===== src/rtl/pwv_pkg.sv =====
package pwv_pkg;
  localparam int unsigned N_PW  = 4;
  localparam int unsigned SEL_W = 2;
  localparam logic [SEL_W-1:0] SECURE_SEL = 2'b01;

  typedef enum logic [1:0] {
    ACT_NONE = 2'd0,
    ACT_INIT = 2'd1,
    ACT_CMP  = 2'd2
  } act_e;
endpackage


===== src/rtl/pwv_pac_next.sv =====
module pwv_pac_next #(
  parameter int unsigned PAC_W      = 8,
  parameter int unsigned FEW_TRIALS = 4
) (
  input  logic [PAC_W-1:0] cur_i,
  input  logic             ext_trials_ni,
  output logic [PAC_W-1:0] next_o,
  output logic             locked_o
);
  localparam logic [PAC_W-1:0] FEW_MASK = {PAC_W{1'b1}} >> (PAC_W - FEW_TRIALS);

  logic [PAC_W-1:0] mask, live, low;

  always_comb begin
    mask     = ext_trials_ni ? FEW_MASK : {PAC_W{1'b1}};
    live     = cur_i & mask;
    low      = live & (~live + 1'b1);   // isolate lowest still-set bit
    next_o   = cur_i & ~low;
    locked_o = (live == '0);
  end
endmodule


===== src/rtl/pwv_pac_bank.sv =====
module pwv_pac_bank
  import pwv_pkg::*;
#(
  parameter int unsigned PAC_W = 8
) (
  input  logic                        clk_i,
  input  logic                        rst_ni,
  input  logic                        wr_en_i,
  input  logic [SEL_W-1:0]            wr_idx_i,
  input  logic [PAC_W-1:0]            wr_val_i,
  output logic [N_PW-1:0][PAC_W-1:0]  cnt_o
);
  for (genvar g = 0; g < N_PW; g++) begin : g_cnt
    always_ff @(posedge clk_i or negedge rst_ni) begin
      if (!rst_ni)                                  cnt_o[g] <= '1;
      else if (wr_en_i && wr_idx_i == SEL_W'(g))    cnt_o[g] <= wr_val_i;
    end
  end
endmodule


===== src/rtl/pwv_session.sv =====
module pwv_session
  import pwv_pkg::*;
(
  input  logic             clk_i,
  input  logic             rst_ni,
  input  act_e             act_i,
  input  logic [SEL_W-1:0] sel_i,
  input  logic             match_i,
  output logic             is_cmp_o,
  output logic             valid_o,
  output logic [SEL_W-1:0] id_o
);
  logic             armed_q;
  logic [SEL_W-1:0] asel_q;

  assign is_cmp_o = armed_q && (asel_q == sel_i);

  always_ff @(posedge clk_i or negedge rst_ni) begin
    if (!rst_ni) begin
      armed_q <= 1'b0;
      asel_q  <= '0;
      valid_o <= 1'b0;
      id_o    <= '0;
    end else begin
      unique case (act_i)
        ACT_INIT: begin
          armed_q <= 1'b1;
          asel_q  <= sel_i;
          valid_o <= 1'b0;
        end
        ACT_CMP: begin
          armed_q <= 1'b0;
          valid_o <= match_i;
          if (match_i) id_o <= sel_i;
        end
        default: ;
      endcase
    end
  end
endmodule


===== src/rtl/pw_verifier.sv =====
module pw_verifier
  import pwv_pkg::*;
#(
  parameter int unsigned PW_BYTES   = 3,
  parameter int unsigned PAC_W      = 8,
  parameter int unsigned FEW_TRIALS = 4,
  localparam int unsigned PW_W      = 8 * PW_BYTES
) (
  input  logic                   clk_i,
  input  logic                   rst_ni,
  input  logic                   start_i,
  input  logic [1:0]             sel_i,
  input  logic [PW_W-1:0]        pw_i,
  input  logic                   ext_trials_ni,
  input  logic [4*PW_W-1:0]      stored_pw_i,
  output logic                   busy_o,
  output logic                   done_o,
  output logic [PAC_W-1:0]       pac_o,
  output logic                   act_valid_o,
  output logic [1:0]             act_id_o,
  output logic                   secure_o
);
  logic             busy_q, done_q;
  logic [SEL_W-1:0] sel_q;
  logic [PW_W-1:0]  pw_q;
  logic [PAC_W-1:0] pac_q;

  logic [N_PW-1:0][PAC_W-1:0] cnt;
  logic [PAC_W-1:0] cur, nxt, wr_val, rep_val;
  logic             locked, match, is_cmp, wr_en;
  act_e             act;

  // command capture stage
  always_ff @(posedge clk_i or negedge rst_ni) begin
    if (!rst_ni) begin
      busy_q <= 1'b0;
      done_q <= 1'b0;
      sel_q  <= '0;
      pw_q   <= '0;
      pac_q  <= '1;
    end else begin
      busy_q <= start_i && !busy_q;
      done_q <= busy_q;
      if (start_i && !busy_q) begin
        sel_q <= sel_i;
        pw_q  <= pw_i;
      end
      if (busy_q) pac_q <= rep_val;
    end
  end

  assign cur   = cnt[sel_q];
  assign match = (pw_q == stored_pw_i[sel_q*PW_W +: PW_W]);

  pwv_pac_next #(.PAC_W(PAC_W), .FEW_TRIALS(FEW_TRIALS)) i_next (
    .cur_i        (cur),
    .ext_trials_ni(ext_trials_ni),
    .next_o       (nxt),
    .locked_o     (locked)
  );

  always_comb begin
    if (!busy_q)     act = ACT_NONE;
    else if (is_cmp) act = ACT_CMP;
    else if (locked) act = ACT_NONE;   // lock-out applies to new passes only
    else             act = ACT_INIT;
    wr_en   = (act == ACT_INIT) || (act == ACT_CMP && match);
    wr_val  = (act == ACT_INIT) ? nxt : {PAC_W{1'b1}};
    rep_val = wr_en ? wr_val : cur;
  end

  pwv_pac_bank #(.PAC_W(PAC_W)) i_bank (
    .clk_i   (clk_i),
    .rst_ni  (rst_ni),
    .wr_en_i (wr_en),
    .wr_idx_i(sel_q),
    .wr_val_i(wr_val),
    .cnt_o   (cnt)
  );

  pwv_session i_sess (
    .clk_i   (clk_i),
    .rst_ni  (rst_ni),
    .act_i   (act),
    .sel_i   (sel_q),
    .match_i (match),
    .is_cmp_o(is_cmp),
    .valid_o (act_valid_o),
    .id_o    (act_id_o)
  );

  assign busy_o   = busy_q;
  assign done_o   = done_q;
  assign pac_o    = pac_q;
  assign secure_o = act_valid_o && (act_id_o == SECURE_SEL);
endmodule


===== config.mk =====
export PLATFORM = sky130hd
export DESIGN_NAME = pw_verifier
export DESIGN_NICKNAME = d
export VERILOG_FILES = /design/src/rtl/pwv_pkg.sv /design/src/rtl/pwv_pac_next.sv /design/src/rtl/pwv_pac_bank.sv /design/src/rtl/pwv_session.sv /design/src/rtl/pw_verifier.sv
export SDC_FILE = /design/constraint.sdc
export NUM_CORES = 1
export LEC_CHECK = 0
export CAP_MARGIN = 20
export CORE_ASPECT_RATIO = 0.8
export CORE_MARGIN = 5
export CORE_UTILIZATION = 30
export CTS_BUF_LIST = sky130_fd_sc_hd__clkbuf_2
export DETAILED_ROUTE_END_ITERATION = 16
export DONT_BUFFER_PORTS = 1
export HOLD_SLACK_MARGIN = 0.06
export SLEW_MARGIN = 20
export SYNTH_ARGS = -nofsm -noshare
export SYNTH_HDL_FRONTEND = slang
export SYNTH_HIERARCHICAL = 1
export SYNTH_SLANG_ARGS = --single-unit

===== constraint.sdc =====
create_clock -name clk_i -period 4 [get_ports clk_i]
set_input_delay 0.2 -clock clk_i [delete_from_list [all_inputs] [get_ports clk_i]]
set_output_delay 0.2 -clock clk_i [all_outputs]
set_load 0.02 [all_outputs]

# Word level (Yosys, flattened, before mapping)
# Cells that the tools add are included.
# totals
register_bits,74
output_inout_bits,14
elab_cells,54
# classes
n_addsub,1
multipliers,1
n_lt_le_gt_ge,1
n_eq_ne,8
n_shift,1
mux,10
bitwise_logic,5
reduce_logical,14
# ops
op,n
96-bit by 8-bit indexed part select with 24-bit output,1
8-bit 2-to-1 mux,4
8-bit AND,3
24-bit equality test,1
8-bit binary-select mux with 2-bit select,1
8-bit inverter,2
8-bit by 1-bit adder with 8-bit output (second input constant),1
1-bit logical AND,8
8-bit logical NOT,1
2-bit by 1-bit equality test with 1-bit output (second input constant),3
2-bit equality test (second input constant),3
2-bit by 2-bit multiplier with 4-bit output (second input constant),1
2-bit 2-to-1 mux,2
1-bit one-hot mux with 2 select lines,2
2-bit by 3-bit less-than comparator with 1-bit output (second input constant),1
2-bit equality test,1
2-bit logical NOT,1
2-bit AND reduction,1
2-bit nonzero test,1
1-bit logical NOT,1
1-bit logical OR,1
1-bit 2-to-1 mux,1

# Longest topological paths before layout
# Gate-level depths: netlist of run 1.
# depth
ltp_word,11
ltp_mapped,12
ltp_nobuf,9

# Modules after synthesis
# The synthesis of run 1 kept the hierarchy.
# by_module_without_submodules
module,n_inst,cells_per_inst,area_per_inst_um2,seq_area_each_um2
pw_verifier,1,205,2666.3,910.9
pwv_pac_bank,1,68,1252.5,840.8
pwv_session,1,22,286.5,150.1
pwv_pac_next,1,14,108.9,0.0

# Worst setup path after synthesis of run 1
# OpenSTA, ideal clock, no wires.
# synth_path
path_type,register -> register
startpoint,reg sel_q[1]
endpoint,reg i_bank/cnt_o[0] (netlist name)
setup_time_ns,0.082
arrival_time_ns,3.361
t_required_ns,3.918
slack_ns,0.557
stages_incl_launch_ff,10
path_cell_list,dfrtp_1 -> clkbuf_1 -> clkbuf_1 -> mux4_2 -> xor2_1 -> nor4_2 -> nand4_2 -> o21ai_0 -> nor3b_4 -> mux2_2
# synth_via
elab_chain_cells,11
# synth_lines
element,line_no,rtl
from (decl),pw_verifier.sv:24,logic [SEL_W-1:0] sel_q;
from (signal assigned),pw_verifier.sv:45,sel_q <= sel_i;
"parallel branches: the longest is 9 deep, another holds 2-bit by 2-bit multiplier with 4-bit output",-,
1-bit logical OR *,pw_verifier.sv:67,wr_en = (act == ACT_INIT) || (act == ACT_CMP && match);
net wr_en,pw_verifier.sv:30,"logic locked, match, is_cmp, wr_en;"
1-bit logical AND *,pwv_pac_bank.sv:16,else if (wr_en_i && wr_idx_i == SEL_W'(g)) cnt_o[g] <= wr_val_i;
"to (signal, indexed assignment)",pwv_pac_bank.sv:16,
to (decl),pwv_pac_bank.sv:11,output logic [N_PW-1:0][PAC_W-1:0] cnt_o
# Mark *: on every way through the listed nets, which the timed path passes. The select of a mux whose other input is x is not followed.
# A chain may end at the register's enable or synchronous reset.

# Final worst setup path of run 1
# layout_path
startpoint,reg sel_q[0]
endpoint,reg i_sess.id_o[1]
# layout_via
elab_chain_cells,9
# layout_lines
element,line_no,rtl
8-bit binary-select mux with 2-bit select,pw_verifier.sv:52,assign cur = cnt[sel_q];
8-bit 2-to-1 mux (implied by the code),pw_verifier.sv:52,
net cur[3],pw_verifier.sv:29,"logic [PAC_W-1:0] cur, nxt, wr_val, rep_val;"
8-bit AND,pwv_pac_next.sv:16,live = cur_i & mask;
8-bit logical NOT,pwv_pac_next.sv:19,locked_o = (live == '0);
net locked,pw_verifier.sv:30,
1-bit 2-to-1 mux,pw_verifier.sv:65,else if (locked) act = ACT_NONE;
2-bit 2-to-1 mux,pw_verifier.sv:64,else if (is_cmp) act = ACT_CMP;
2-bit 2-to-1 mux,pw_verifier.sv:63,if (!busy_q) act = ACT_NONE;
net act[0],pw_verifier.sv:31,act_e act;
2-bit equality test,pwv_session.sv:25,unique case (act_i)
2-bit AND reduction (no source line),-,
to (signal assigned),pwv_session.sv:34,if (match_i) id_o <= sel_i;
to (decl),pwv_session.sv:11,output logic [SEL_W-1:0] id_o
# The timed path passes the listed nets, and every way through them passes these cells. The select of a mux whose other input is x is not followed.

==> flow_summary.toml, run 1 <==
[power]
p_per_area_nw_per_um2 = 587
pwr-share-clk_pct = 14.9
combPwrFrac_pct = 39.9
p_seq_share_pct = 45.2
power_switching_uw = 1040
internal_power_uw = 1860
p_sw_share_pct = 35.9
ir_worst_vdd_v = 0.000206
power.leakage_uw = 0.00193

[yosys]
yosysWarnings = 6
syn_avg_cell_area_um2 = 14.0
synth.distinct_cells = 39
synth_top_cell_area_share_pct = 24.4
synth_ff_type = "dfstp_2"
synth_edf_count = 0
ys_ff_latch = 74
syn-cell-area_um2 = 4310
yosysMostFrequentCell = "mux2_2"
async_flop_share_pct = 100
ys_seq_area_share_pct = 44.1
synthCells = 309
netlist.top_cell.by_area = "dfstp_2"
yosys-top-cells-area = "dfstp_2 (24%), dfrtp_1 (20%), mux2_2 (16%), mux4_2 (13%), xor2_1 (5.3%)"
syn-num-nets = 437
synthTopCellsByCount = "mux2_2 (60), dfstp_2 (40), dfrtp_1 (34), o21ai_0 (26), xor2_1 (26)"

[clock_tree]
clk_pin_slew_worst_paths_ps = 220
clockBufferDepth = 2
cts_tree = "yes"
clock_latency_ps = 570
cts_made_buffers = 9
htreeDepth = 3
cts_num_sinks = 74
root_buffer = "clkbuf_2"
cts_setup_buffers = 0

[hold_path]
hold_end = "i_bank/cnt_o[14]$_DFFE_PN1P_"
hp-class = "input port to flip-flop"
holdPathStages = 4
hp-start = "ext_trials_ni"

[layout]
syn_to_final_growth_pct = 14.9
final_util_pct = 34.9
fillers = 1363
fin_nets = 471
drive_gt1_share_pct = 48.9
final_design_area_no_fill_um2 = 4960
multi_input_area_um2 = 2270
ff_latch_area_um2 = 1900

[setup_path]
cp_slowest_cell = "dfrtp_2"
timing.rr.start = "sel_q[0]$_DFFE_PN0P_"
critical_path.cell_chain = "buf_4, mux4_2, nor4_1, o21a_1, or3b_2, clkinv_1, inv_1, ha_1, nand2_2, mux2_4"
cp_slowest_stage_delay_ps = 700
critPathLaunchType = "flip-flop"
r2r-end = "i_sess/id_o[1]$_DFFE_PN0P_"
critPathRequiredTime_ps = 4460
worst_setup_path_end_kind = "flip-flop"
r2r_slack_ps = 370
cp_max_fo = 18
path_class = "flip-flop to flip-flop"
cp.arrival_ps = 4090
rr_worst_depth = 10

[timing]
finalHoldViolations = 0
finalSetupViolations = 0
fin_skew_ps = 42.7
maxSlewViolCount = 0
period_share_pct = 90.8
relSlewSlack_pct = 46.4
period_minus_slack_ps = 3630
grt_setup_unrepaired = "no"
fmax_ghz = 0.275
worst_slack_ps = 368
max_slew.worst_pin.slew_ps = 803
finalSetupTns_ps = 0

[global_route]
grt_pass1_wl_mm = 16.2
antenna_found_initial = 3
overflow = 0
grt_max_degree = 75
grt_use_total_pct = 12.7
grt_pass1_vias = 2948

[route]
drc = 0
ant_nets = 0
first_pass_iters = 4
drt-wirelength-per-cell_um = 19.5
first_iter_violations = 169
wl_mm = 10.4
vias = 2723
via_per_inst = 5.09

[floorplan]
dieArea_um2 = 16900
die_h_um = 117
die_x_um = 144
initial_utilization_pct = 30.4
row_count = 39
core_area_um2 = 14200
ios = 140

[placement]
hpwlAfterDp_mm = 7.70
port_buffers = 0
post-place-ws_ps = 378
place_area_um2 = 4510
gp_congestion = 0.748

[flow_run]
cap_violations = 0

[run_status]
status = "completed"
-- power by group through the flow --
stage                     Sequential, µW  Clock, µW  Combinational, µW
after floorplan                     1250          0                943
after global placement              1320          0               1090
after detailed placement            1330          0               1120
after CTS                           1320        455               1170
after global routing                1350        487               1290
final                               1310        433               1160
-- sequential cells by signal, indices dropped and copies added, names as in the netlist --
name	cells
i_sess/armed_q	1
pw_q	24
i_sess/asel_q	2
i_bank/cnt_o	32
done_o	1
sel_q	2
busy_o	1
i_sess/valid_o	1
pac_o	8
i_sess/id_o	2
-- final cells by class --
type / instances / area share, %
antenna: 3 / 0.151
clock inverter: 6 / 1.36
timing repair buffer: 38 / 7.62
inverter: 12 / 0.909
sequential: 74 / 38.4
multi-input combinational: 208 / 45.9
clock buffer: 10 / 1.01
tap: 184 / 4.65
-- per-stage QoR --
step                      hold WS [ps]  instances  total power, µW
after floorplan                  -95.6        309             2200
after CTS                         62.6        532             2940
final                             98.1        535             2910
after global routing               110        535             3130
after detailed placement         -93.2        486             2450
after global placement           -92.6        486             2410
-- cells by family (layout without fill, tap and decap cells) --
family | count (synthesis) | count (layout) | share of synthesized area (%)
buffers and inverters | 27 | 66 | 3.39
DFF | 74 | 74 | 44.1
adders and majority gates | 2 | 2 | 0.580
AOI/OAI and AO/OA | 41 | 41 | 5.83
muxes | 95 | 95 | 34.0
and+or+nand+nor | 43 | 43 | 6.76
xor gates and xnor gates | 26 | 26 | 5.28
other | 1 | 4 | 0.0869
-- what timing repair did --
action | 4_1_cts | 5_1_grt
endpoints found under the hold margin | 109 | 0
gates resized for setup | 0 | 0
hold buffers | 30 | 0
-- placed cells by master (no fill, tap or decap), types with 6 or more instances in the layout --
| master | count |
|---|---|
| mux2_2 | 60 |
| dfrtp_1 | 32 |
| buf_4 | 8 |
| clkbuf_2 | 10 |
| dlygate4sd3_1 | 29 |
| inv_1 | 11 |
| mux4_2 | 24 |
| dfstp_2 | 40 |
| nor4_2 | 6 |
| o21ai_0 | 26 |
| xor2_1 | 26 |
| o31ai_1 | 8 |
| mux4_1 | 8 |
| nor2_1 | 18 |
-- layer usage --
| layer | wire (µm) | vias up | global-route usage (%) |
|---|---|---|---|
| met5 | 0 | - | 0 |
| met4 | 147 | 0 | 5.02 |
| met3 | 739 | 12 | 3.25 |
| met2 | 5210 | 80 | 21.3 |
| met1 | 4310 | 1389 | 15.6 |
| li1 | - | 1242 | - |
-- worst max path at each step --
| stage | end | cells past startpoint | startpoint |
|---|---|---|---|
| final | i_sess/id_o[1]$_DFFE_PN0P_ | 10 | sel_q[0]$_DFFE_PN0P_ |
| after global routing | i_bank/cnt_o[1]$_DFFE_PN1P_ | 8 | sel_q[1]$_DFFE_PN0P_ |
| after CTS | i_bank/cnt_o[1]$_DFFE_PN1P_ | 9 | sel_q[0]$_DFFE_PN0P_ |
| after detailed placement | i_bank/cnt_o[4]$_DFFE_PN1P_ | 9 | sel_q[0]$_DFFE_PN0P_ |
| after global placement | i_bank/cnt_o[6]$_DFFE_PN1P_ | 9 | sel_q[0]$_DFFE_PN0P_ |
| after floorplan | i_bank/cnt_o[0]$_DFFE_PN1P_ | 9 | sel_q[1]$_DFFE_PN0P_ |
-- worst max-delay path: cells and delay by family (launching register included) --
family,cells,cell delay (ps)
mux,2,900
simple gates,3,720
flops,1,700
fa+ha+maj,1,180
compound gates,1,190
buf+inv,3,810
No activity file was read; power rests on OpenSTA's default activity.
==> run 2: changes to the inputs <==
--- a/config.mk
+++ b/config.mk
@@ -12,7 +12,9 @@
 export CTS_BUF_LIST = sky130_fd_sc_hd__clkbuf_2
 export DETAILED_ROUTE_END_ITERATION = 16
 export DONT_BUFFER_PORTS = 1
+export GPL_TIMING_DRIVEN = 0
 export HOLD_SLACK_MARGIN = 0.06
+export MAX_ROUTING_LAYER = met4
 export SLEW_MARGIN = 20
 export SYNTH_ARGS = -nofsm -noshare
 export SYNTH_HDL_FRONTEND = slang
==> flow_summary.toml, run 2 (synthesized netlist as in run 1, its figures left out) <==
[route]
first_iter_violations = 140
first_pass_iters = 4
via_per_inst = 5.09
wl_mm = 10.8
drc = 0
drt-wirelength-per-cell_um = 20.0
ant_nets = 0
vias = 2748

[floorplan]
die_x_um = 144
core_area_um2 = 14200
dieArea_um2 = 16900
ios = 140
die_h_um = 117
row_count = 39
initial_utilization_pct = 30.4

[flow_run]
cap_violations = 0

[timing]
relSlewSlack_pct = 41.7
max_slew.worst_pin.slew_ps = 868
grt_setup_unrepaired = "no"
finalSetupViolations = 0
fin_skew_ps = 20.3
maxSlewViolCount = 0
period_share_pct = 93.6
finalHoldViolations = 0
period_minus_slack_ps = 3750
fmax_ghz = 0.267
finalSetupTns_ps = 0

[setup_path]
r2r_slack_ps = 250
timing.rr.start = "sel_q[1]$_DFFE_PN0P_"
cp_slowest_cell = "dfrtp_2"
critPathLaunchType = "flip-flop"
rr_worst_depth = 10
path_buf_inv = 3
cp.arrival_ps = 4230
cp_top_family = "simple AND/OR/NAND/NOR gates"
critPathRequiredTime_ps = 4480
critical_path.cell_chain = "clkbuf_1, clkbuf_2, mux4_2, xor2_1, nor4_2, nand4_2, o21ai_2, nor3b_4, buf_4, mux2_2"
worst_setup_path_end_kind = "flip-flop"
r2r-end = "i_bank/cnt_o[1]$_DFFE_PN1P_"
cp_max_fo = 10
cp_slowest_stage_delay_ps = 540
path_class = "flip-flop to flip-flop"

[layout]
drive_gt1_share_pct = 48.7
fin_nets = 478
fillers = 1370
final_common_cell = "mux2_2"
syn_to_final_growth_pct = 16.4
layout_common_cells = "mux2_2 (60), dfstp_2 (40), dfrtp_1 (32), dlygate4sd3_1 (28), xor2_1 (26)"
finalNonFillerCells = 540
top_register = "i_bank/cnt_o"
final_design_area_no_fill_um2 = 5020
largest_reg_flops = 32

[clock_tree]
cts_num_sinks = 74
cts_tree = "yes"
clockBufferDepth = 2
clock_latency_ps = 530
cts_made_buffers = 9
root_buffer = "clkbuf_2"
clk_pin_slew_worst_paths_ps = 220
htreeDepth = 3

[global_route]
grt_use_total_pct = 13.2
grt_pass1_wl_mm = 16.5
grt_pass1_vias = 3012
antenna_found_initial = 0
overflow = 0
grt_max_degree = 75

[run_status]
status = "completed"

[hold_path]
hp-class = "input port to async pin"

[power]
power.leakage_uw = 0.00196
ir_worst_vdd_v = 0.000187
p_per_area_nw_per_um2 = 593

[placement]
hpwlAfterDp_mm = 8.06
place_area_um2 = 4540
gp_congestion = 0.764
placed_cells_incl_taps = 493
port_buffers = 0
==> run 2: layout make-up <==
cell class / instances / area [µm²] / share of cell area [%]
multi-input cells: 208 / 2270 / 45.2
flip-flops and latches: 74 / 1900 / 37.9
repair buffers: 31 / 323 / 6.43
well taps: 184 / 230 / 4.59
plain buffers: 14 / 101 / 2.02
clock inverters: 6 / 90.1 / 1.79
clock buffers: 10 / 50.0 / 0.997
inverters: 12 / 48.8 / 0.972
diodes: 1 / 2.50 / 0.0499
==> run 2: power by group <==
group	total [µW]	switching [µW]	internal [µW]
Clock	495	283	212
Combinational	1190	584	610
Sequential	1290	178	1110
Total	2980	1050	1930
==> run 2: worst max-delay path by stage <==
stage,startpoint,end,depth (start not counted)
global placement,sel_q[1]$_DFFE_PN0P_,i_bank/cnt_o[6]$_DFFE_PN1P_,9
finish,sel_q[1]$_DFFE_PN0P_,i_bank/cnt_o[1]$_DFFE_PN1P_,10
global route,sel_q[1]$_DFFE_PN0P_,i_bank/cnt_o[1]$_DFFE_PN1P_,10
CTS,sel_q[0]$_DFFE_PN0P_,i_sess/id_o[1]$_DFFE_PN0P_,12
detailed placement,sel_q[1]$_DFFE_PN0P_,i_bank/cnt_o[7]$_DFFE_PN1P_,9
floorplan,sel_q[1]$_DFFE_PN0P_,i_bank/cnt_o[0]$_DFFE_PN1P_,9
==> run 2: per-stage QoR <==
step	total power (µW)	utilization (%)	hold slack (ps)	setup WS, ps
2_1_floorplan	2200	-	-95.6	557
3_3_place_gp	2410	32.0	-93.0	-542
3_5_place_dp	2450	32.0	-92.0	-615
4_1_cts	3010	35.3	132	27.4
5_1_grt	3180	35.3	164	43.4
6_report	2980	35.4	186	255
==> run 2: worst reg2reg max path, stage by stage (launching register included) <==
cell,delay (ps)
dfrtp_2,540
clkbuf_1,320
clkbuf_2,380
mux4_2,380
xor2_1,170
nor4_2,370
nand4_2,370
o21ai_2,420
nor3b_4,260
buf_4,180
mux2_2,330
==> run 2: layer usage <==
metal  vias up  track usage, %  share of wire (%)  routed length [µm]
li1       1246               -                  -                   -
met1      1404            16.6                 44                4710
met2        82            21.4                 49                5250
met3        16            2.80                6.2                 670
met4         0            4.39                1.6                 171
met5         -               -                  0                   0
==> run 2: timing repair <==
action                     4_1_cts  5_1_grt
hold buffers                    29        0
resized for setup                6        2
setup endpoints to repair       38       17
setup buffers                    2        0
hold endpoints to repair       112        0
